===== config.mk =====
export PLATFORM = sky130hd
export DESIGN_NAME = bf16x_expander
export DESIGN_NICKNAME = d
export VERILOG_FILES = /design/src/rtl/bf16x_pkg.sv /design/src/rtl/bf16x_field_unpack.sv /design/src/rtl/bf16x_lzc.sv /design/src/rtl/bf16x_sp_to_dp.sv /design/src/rtl/bf16x_expander.sv
export SDC_FILE = /design/constraint.sdc
export NUM_CORES = 1
export LEC_CHECK = 0
export ABC_CLOCK_PERIOD_IN_PS = 3700
export CAP_MARGIN = 20
export CORE_ASPECT_RATIO = 1.25
export CORE_MARGIN = 4
export CORE_UTILIZATION = 40
export CTS_CLUSTER_DIAMETER = 150
export DETAILED_ROUTE_END_ITERATION = 7
export PLACE_DENSITY_LB_ADDON = 0.25
export SETUP_SLACK_MARGIN = 0.5
export SLEW_MARGIN = 20
export SYNTH_ARGS = -nofsm -noshare
export SYNTH_HDL_FRONTEND = slang
export SYNTH_SLANG_ARGS = --single-unit
export TNS_END_PERCENT = 50

===== constraint.sdc =====
create_clock -name clk -period 3.7 [get_ports clk]
set_input_delay 0.555 -clock clk [delete_from_list [all_inputs] [get_ports clk]]
set_output_delay 0.555 -clock clk [all_outputs]
set_load 0.01 [all_outputs]

===== src/rtl/bf16x_pkg.sv =====
// Package bf16x_pkg
// Shared widths and types for the BF16 immediate expander.
// Assumes IEEE-754 binary32 and binary64 layouts.
package bf16x_pkg;

    localparam int INSTR_W   = 32;
    localparam int IMM_W     = 16;
    localparam int REG_IDX_W = 5;
    localparam int XO_W      = 5;
    localparam int MAJOR_W   = 6;

    localparam int SP_EXP_W  = 8;
    localparam int SP_FRAC_W = 23;
    localparam int SP_W      = 1 + SP_EXP_W + SP_FRAC_W;
    localparam int SP_BIAS   = (1 << (SP_EXP_W - 1)) - 1;

    localparam int DP_EXP_W  = 11;
    localparam int DP_FRAC_W = 52;
    localparam int DP_W      = 1 + DP_EXP_W + DP_FRAC_W;
    localparam int DP_BIAS   = (1 << (DP_EXP_W - 1)) - 1;

    localparam int BIAS_DELTA = DP_BIAS - SP_BIAS;
    localparam int FRAC_PAD   = DP_FRAC_W - SP_FRAC_W;
    localparam int IMM_PAD    = SP_W - IMM_W;

    typedef struct packed {
        logic                 sign;
        logic [SP_EXP_W-1:0]  exp;
        logic [SP_FRAC_W-1:0] frac;
    } sp_t;

    typedef struct packed {
        logic                 sign;
        logic [DP_EXP_W-1:0]  exp;
        logic [DP_FRAC_W-1:0] frac;
    } dp_t;

    typedef enum logic [1:0] {
        CLS_ZERO    = 2'd0,
        CLS_SUBNORM = 2'd1,
        CLS_NORMAL  = 2'd2,
        CLS_SPECIAL = 2'd3
    } sp_class_e;

endpackage


===== src/rtl/bf16x_field_unpack.sv =====
// Module bf16x_field_unpack
// Splits a 32-bit instruction word into destination index and split immediate.
// It also reports whether the word is accepted. Field positions are fixed by
// the encoding (MSB0 fields converted to LSB0 below).
// Assumes: the immediate top bit sits in the last bit of the word.
module bf16x_field_unpack
    import bf16x_pkg::*;
#(
    parameter logic [XO_W-1:0]    XO_CODE    = 5'd2,
    parameter logic [MAJOR_W-1:0] MAJOR_CODE = 6'd0,
    parameter logic [MAJOR_W-1:0] MAJOR_MASK = 6'd0
) (
    input  logic [INSTR_W-1:0]   instr,
    output logic [IMM_W-1:0]     imm,
    output logic [REG_IDX_W-1:0] tgt,
    output logic                 hit
);

    localparam int MAJ_HI = INSTR_W - 1;
    localparam int MAJ_LO = INSTR_W - MAJOR_W;
    localparam int TGT_HI = MAJ_LO - 1;
    localparam int TGT_LO = TGT_HI - REG_IDX_W + 1;
    localparam int FI_HI  = TGT_LO - 1;
    localparam int FI_LO  = FI_HI - (IMM_W - 1) + 1;
    localparam int XO_HI  = FI_LO - 1;
    localparam int XO_LO  = XO_HI - XO_W + 1;
    localparam int FI0    = 0;

    logic [MAJOR_W-1:0] major;
    logic [XO_W-1:0]    xo;

    // Slice the fixed fields out of the word.
    always_comb begin
        major = instr[MAJ_HI:MAJ_LO];
        tgt   = instr[TGT_HI:TGT_LO];
        xo    = instr[XO_HI:XO_LO];
        imm   = {instr[FI0], instr[FI_HI:FI_LO]};
    end

    // Accept when the opcode field matches (and the masked primary bits, if any).
    always_comb begin
        hit = (xo == XO_CODE) &&
              ((major & MAJOR_MASK) == (MAJOR_CODE & MAJOR_MASK));
    end

endmodule


===== src/rtl/bf16x_lzc.sv =====
// Module bf16x_lzc
// Counts leading zeros of a W-bit vector. A zero vector yields W.
// Built as a generate chain of per-bit candidates; the highest set bit wins.
module bf16x_lzc #(
    parameter int W     = 23,
    parameter int CNT_W = $clog2(W + 1)
) (
    input  logic [W-1:0]     vec,
    output logic [CNT_W-1:0] cnt
);

    logic [CNT_W-1:0] stage [W+1];

    assign stage[0] = CNT_W'(W);

    genvar gi;
    generate
        for (gi = 0; gi < W; gi++) begin : g_chain
            // Each bit overrides the lower bits' count when set.
            assign stage[gi+1] = vec[gi] ? CNT_W'(W - 1 - gi) : stage[gi];
        end
    endgenerate

    assign cnt = stage[W];

endmodule


===== src/rtl/bf16x_sp_to_dp.sv =====
// Module bf16x_sp_to_dp
// Exact binary32 to binary64 widening. Subnormals are normalized; NaN payloads
// move to the top of the double fraction with no quieting.
// Purely combinational.
module bf16x_sp_to_dp
    import bf16x_pkg::*;
(
    input  sp_t sp_in,
    output dp_t dp_out
);

    localparam int LZ_W = $clog2(SP_FRAC_W + 1);

    sp_class_e            cls;
    logic [LZ_W-1:0]      lz;
    logic [LZ_W:0]        sub_shift;
    logic [SP_FRAC_W-1:0] sub_frac;
    logic [DP_EXP_W-1:0]  sub_exp;
    logic [DP_EXP_W-1:0]  norm_exp;

    bf16x_lzc #(.W(SP_FRAC_W), .CNT_W(LZ_W)) u_lzc (
        .vec (sp_in.frac),
        .cnt (lz)
    );

    // Classify the single-precision input.
    always_comb begin
        if (sp_in.exp == '0)
            cls = (sp_in.frac == '0) ? CLS_ZERO : CLS_SUBNORM;
        else if (sp_in.exp == '1)
            cls = CLS_SPECIAL;
        else
            cls = CLS_NORMAL;
    end

    // Normalize a subnormal: drop the leading one and rebias the exponent.
    always_comb begin
        sub_shift = {1'b0, lz} + (LZ_W+1)'(1);
        sub_frac  = sp_in.frac << sub_shift;
        sub_exp   = DP_EXP_W'(BIAS_DELTA) - DP_EXP_W'(lz);
        norm_exp  = DP_EXP_W'(sp_in.exp) + DP_EXP_W'(BIAS_DELTA);
    end

    // Assemble the double-precision fields per class.
    always_comb begin
        dp_out.sign = sp_in.sign;
        unique case (cls)
            CLS_ZERO: begin
                dp_out.exp  = '0;
                dp_out.frac = '0;
            end
            CLS_SUBNORM: begin
                dp_out.exp  = sub_exp;
                dp_out.frac = {sub_frac, {FRAC_PAD{1'b0}}};
            end
            CLS_NORMAL: begin
                dp_out.exp  = norm_exp;
                dp_out.frac = {sp_in.frac, {FRAC_PAD{1'b0}}};
            end
            default: begin
                dp_out.exp  = '1;
                dp_out.frac = {sp_in.frac, {FRAC_PAD{1'b0}}};
            end
        endcase
    end

endmodule


===== src/rtl/bf16x_expander.sv =====
// Module bf16x_expander (top)
// Accepts an instruction word, rebuilds its split 16-bit immediate, reads it
// as BF16 and registers the exact double-precision value with the destination
// index one cycle later.
// Assumes a synchronous active-low reset; the outputs hold between accepted words.
module bf16x_expander
    import bf16x_pkg::*;
#(
    parameter logic [XO_W-1:0]    XO_CODE    = 5'd2,
    parameter logic [MAJOR_W-1:0] MAJOR_CODE = 6'd0,
    parameter logic [MAJOR_W-1:0] MAJOR_MASK = 6'd0
) (
    input  logic                 clk,
    input  logic                 rst_n,
    input  logic                 in_valid,
    input  logic [INSTR_W-1:0]   instr,
    output logic                 res_valid,
    output logic [DP_W-1:0]      res_value,
    output logic [REG_IDX_W-1:0] res_target
);

    logic [IMM_W-1:0]     fld_imm;
    logic [REG_IDX_W-1:0] fld_tgt;
    logic                 fld_hit;
    logic                 fire;
    sp_t                  sp_word;
    dp_t                  dp_word;

    bf16x_field_unpack #(
        .XO_CODE    (XO_CODE),
        .MAJOR_CODE (MAJOR_CODE),
        .MAJOR_MASK (MAJOR_MASK)
    ) u_unpack (
        .instr (instr),
        .imm   (fld_imm),
        .tgt   (fld_tgt),
        .hit   (fld_hit)
    );

    // Place the immediate in the upper half of a single-precision word.
    always_comb begin
        sp_word = sp_t'({fld_imm, {IMM_PAD{1'b0}}});
        fire    = in_valid && fld_hit;
    end

    bf16x_sp_to_dp u_widen (
        .sp_in  (sp_word),
        .dp_out (dp_word)
    );

    // Output register: clear on reset, load on an accepted word, otherwise hold.
    always_ff @(posedge clk) begin
        if (!rst_n) begin
            res_valid  <= 1'b0;
            res_value  <= '0;
            res_target <= '0;
        end else begin
            res_valid <= fire;
            if (fire) begin
                res_value  <= dp_word;
                res_target <= fld_tgt;
            end
        end
    end

endmodule


==> results by group <==
Pwr
  – Pleak: 0.836 nW
  – VDD IR max: 0.000129 V
  – Pwr dens: 283 nW/µm²

Hold path
  – Worst min-delay path class: register to register
  – Hold Crit Start: res_target[4]
  – Worst hold stages: 2

Timing
  – Final setup skew: 0 ps
  – Period utilization: 74.9%
  – Setup TNS: 0 ps
  – Setup violators final: 0
  – Worst Max-Slew Pin Slew: 684 ps
  – Hold Fails Final Rpt: 0
  – Hold WS: 457 ps
  – RSZ-0062 raised after global routing: no
  – Slew headroom: 54.2%
  – Post-route minimum period: 2770 ps
  – Top achievable clock speed: 361 MHz
  – Slew Viols, Final: 0

Route
  – Routed wire length: 4.11 mm
  – DRC: 0
  – Drt first-iter violations: 70
  – Via count: 1573
  – Antenna viol nets, final: 0
  – Routed len/inst: 12.6 µm
  – Vias per cell: 4.84
  – Drt first pass iters: 4

Floorplan
  – I/O pins: 105
  – Core Region: 4130 µm²
  – Initial Util: 41.6%
  – Die H: 81.3 µm
  – Num rows: 26
  – DIE AREA: 5420 µm²
  – Chip width: 66.6 µm

Critical path
  – Worst R2R Path Depth: 3
  – CP Capture Type: register
  – CP max FO: 8
  – CP max stage cell: clkdlybuf4s50_1
  – Critical Path RT: 3850 ps
  – CP max stage delay: 550 ps
  – Worst Setup SP: instr[10]
  – CP Cell Sequence: clkdlybuf4s50_1 > or2_1 > o31ai_4 > ha_1 > xor2_1 > nor4_1 > a31oi_1 > o22ai_1
  – FF-to-FF Start: res_value[49]
  – Worst Setup Start Kind: input pin
  – Critical Path AT: 2920 ps
  – Setup Crit Path Kind: input pin to register

GRT
  – Initial antenna violation count: 0
  – Vias in the first global route: 1325
  – First-pass GRT wire length: 5.91 mm
  – Largest net degree at the start of global routing: 18
  – GRT Total Usage: 13.9%
  – Total grt overflow: 0

Final layout
  – Share of cells above drive strength 1: 6.32%
  – Filler instances: 439
  – Ant. Diodes: 0
  – Post-layout util: 52.8%
  – Layout area overhead: 26.9%
  – Post-layout nets: 308

Run status
  – Status: completed

Placed design
  – Gpl congestion: 0.871
  – DPL Wire Length: 3.29 mm
  – IO Port Bufs: 53

Clocking
  – CTS H-Tree Depth: 1
  – Worst-case clock buffer depth: 2
  – Root buffer cell: clkbuf_8
  – CTS Buf Count: 3
  – Clock Latency Late Sink: 260 ps
  – Clock-pin slew on the worst setup and hold paths: 90 ps
  – CTS resizes: 0
  – Sink Count: 24
  – Post-CTS Setup Bufs: 0
  – Hold_buf cts: 0
  – CTS tree: yes

Yosys
  – Seq/Total Area, Yosys: 27.9%
  – Yosys reg bits: 24
  – Synth warnings: 0
  – Cells after Synth: 219
  – Main flop type after synthesis: dfxtp_1
  – Post-synth EDFFs: 0
  – Ys async rst share: 0%
  – Avg Inst Size Synth: 7.85 µm²
  – Cell area after synthesis: 1720 µm²
  – Cell variety after synth: 49

Run
  – Max Cap Viol: 0
==> per-layer routing <==
metal | vias to the layer above | routed length (µm) | GRT usage [%] | share of wire [%]
li1 | 785 | - | - | -
met1 | 716 | 1580 | 16.9 | 38
met2 | 68 | 2140 | 24.6 | 52
met3 | 4 | 340 | 1.80 | 8.3
met4 | 0 | 51 | 4.88 | 1.2
met5 | - | 0 | 0 | 0
==> kinds of logic after synthesis <==
logic type                 count (synthesis)  synth area share [%]
AOI/OAI and AO/OA                         71                  25.1
DFF                                       24                  27.9
buffers and inverters                     63                  25.3
other                                      1                 0.218
xor gates and xnor gates                   3                  1.53
adders and majority gates                  3                  2.18
and+or+nand+nor                           54                  17.7
==> critical path: cells and delay by family <==
kind                       cells  cell delay [ps]
AOI/OAI and AO/OA              3              710
xor gates and xnor gates       1              360
buffers and inverters          1              550
and+or+nand+nor                2              460
adders and majority gates      1              280
==> power breakdown <==
group / internal [mW] / switching [mW]
Combinational: 0.0539 / 0.0749
Clock: 0.145 / 0.0827
Sequential: 0.261 / 0.00126
==> flip-flops by register name (all words and copies together) (netlist names) <==
name / cells
res_valid: 1
res_value: 18
res_target: 5
==> worst paths after layout <==
| path | endpoint | slack (ps) |
|---|---|---|
| worst max register to register | res_value[49] | 2930 |
| worst max-delay path | res_value[49] | 930 |
| worst min register to register | res_target[4] | 460 |
| worst min-delay path | res_target[4] | 460 |
==> placed cells by master, fill, tap and decap left out, types with 2 or more instances in the layout <==
cell type | Yosys | routed
a21oi_1 | 32 | 32
a31oi_1 | 5 | 5
buf_4 | 46 | 4
clkbuf_8 | 0 | 3
clkdlybuf4s50_1 | 0 | 53
conb_1 | 1 | 45
dfxtp_1 | 24 | 24
ha_1 | 3 | 3
inv_1 | 6 | 6
nand2_1 | 19 | 19
nand2b_1 | 2 | 2
nand3_1 | 4 | 4
nand4_1 | 3 | 3
nor2_1 | 4 | 4
nor2b_1 | 4 | 4
nor3_1 | 3 | 3
nor4_1 | 3 | 3
o211ai_1 | 5 | 5
o21ai_0 | 14 | 14
o21ai_1 | 2 | 2
o221ai_1 | 2 | 2
o22ai_1 | 3 | 3
xnor2_1 | 2 | 2
==> synthesized netlist by cell type (2+ instances only) <==
| cell | instances | share of area (%) |
|---|---|---|
| buf_4 | 46 | 20 |
| o21ai_1 | 2 | 0.58 |
| nand2b_1 | 2 | 0.73 |
| nand2_1 | 19 | 4.1 |
| clkbuf_1 | 2 | 0.44 |
| nor4_1 | 3 | 1.1 |
| nor2b_1 | 4 | 1.5 |
| inv_1 | 6 | 1.3 |
| nand4_1 | 3 | 1.1 |
| nand3_1 | 4 | 1.2 |
| buf_2 | 2 | 0.58 |
| o221ai_1 | 2 | 1.0 |
| nor3_1 | 3 | 0.87 |
| dfxtp_1 | 24 | 28 |
| nor2_1 | 4 | 0.87 |
| o211ai_1 | 5 | 2.2 |
| o22ai_1 | 3 | 1.1 |
| o21ai_0 | 14 | 4.1 |
| xnor2_1 | 2 | 1.0 |
| buf_6 | 3 | 2.0 |
| a31oi_1 | 5 | 1.8 |
| ha_1 | 3 | 2.2 |
| a21oi_1 | 32 | 9.3 |
==> stage by stage <==
step                      instance area, µm²  setup slack, ps  power, mW  std cells
after floorplan                         1880             1520      0.375        263
final                                   2180              930      0.618        325
after global routing                    2180              760      0.646        325
after CTS                               2180              941      0.623        325
after detailed placement                2110              650      0.396        321
after global placement                  2110              658      0.396        321
==> layout make-up <==
cell class | count | area [µm²] | share of cell area, %
Clock inverter | 1 | 30.0 | 1.38
Tap cell | 56 | 70.1 | 3.21
Multi-Input combinational cell | 176 | 968 | 44.4
Clock buffer | 3 | 41.3 | 1.89
Sequential cell | 24 | 480 | 22.0
Timing Repair Buffer | 57 | 561 | 25.7
Inverter | 8 | 30.0 | 1.38
Note: power is estimated with default switching activity, not from simulation.
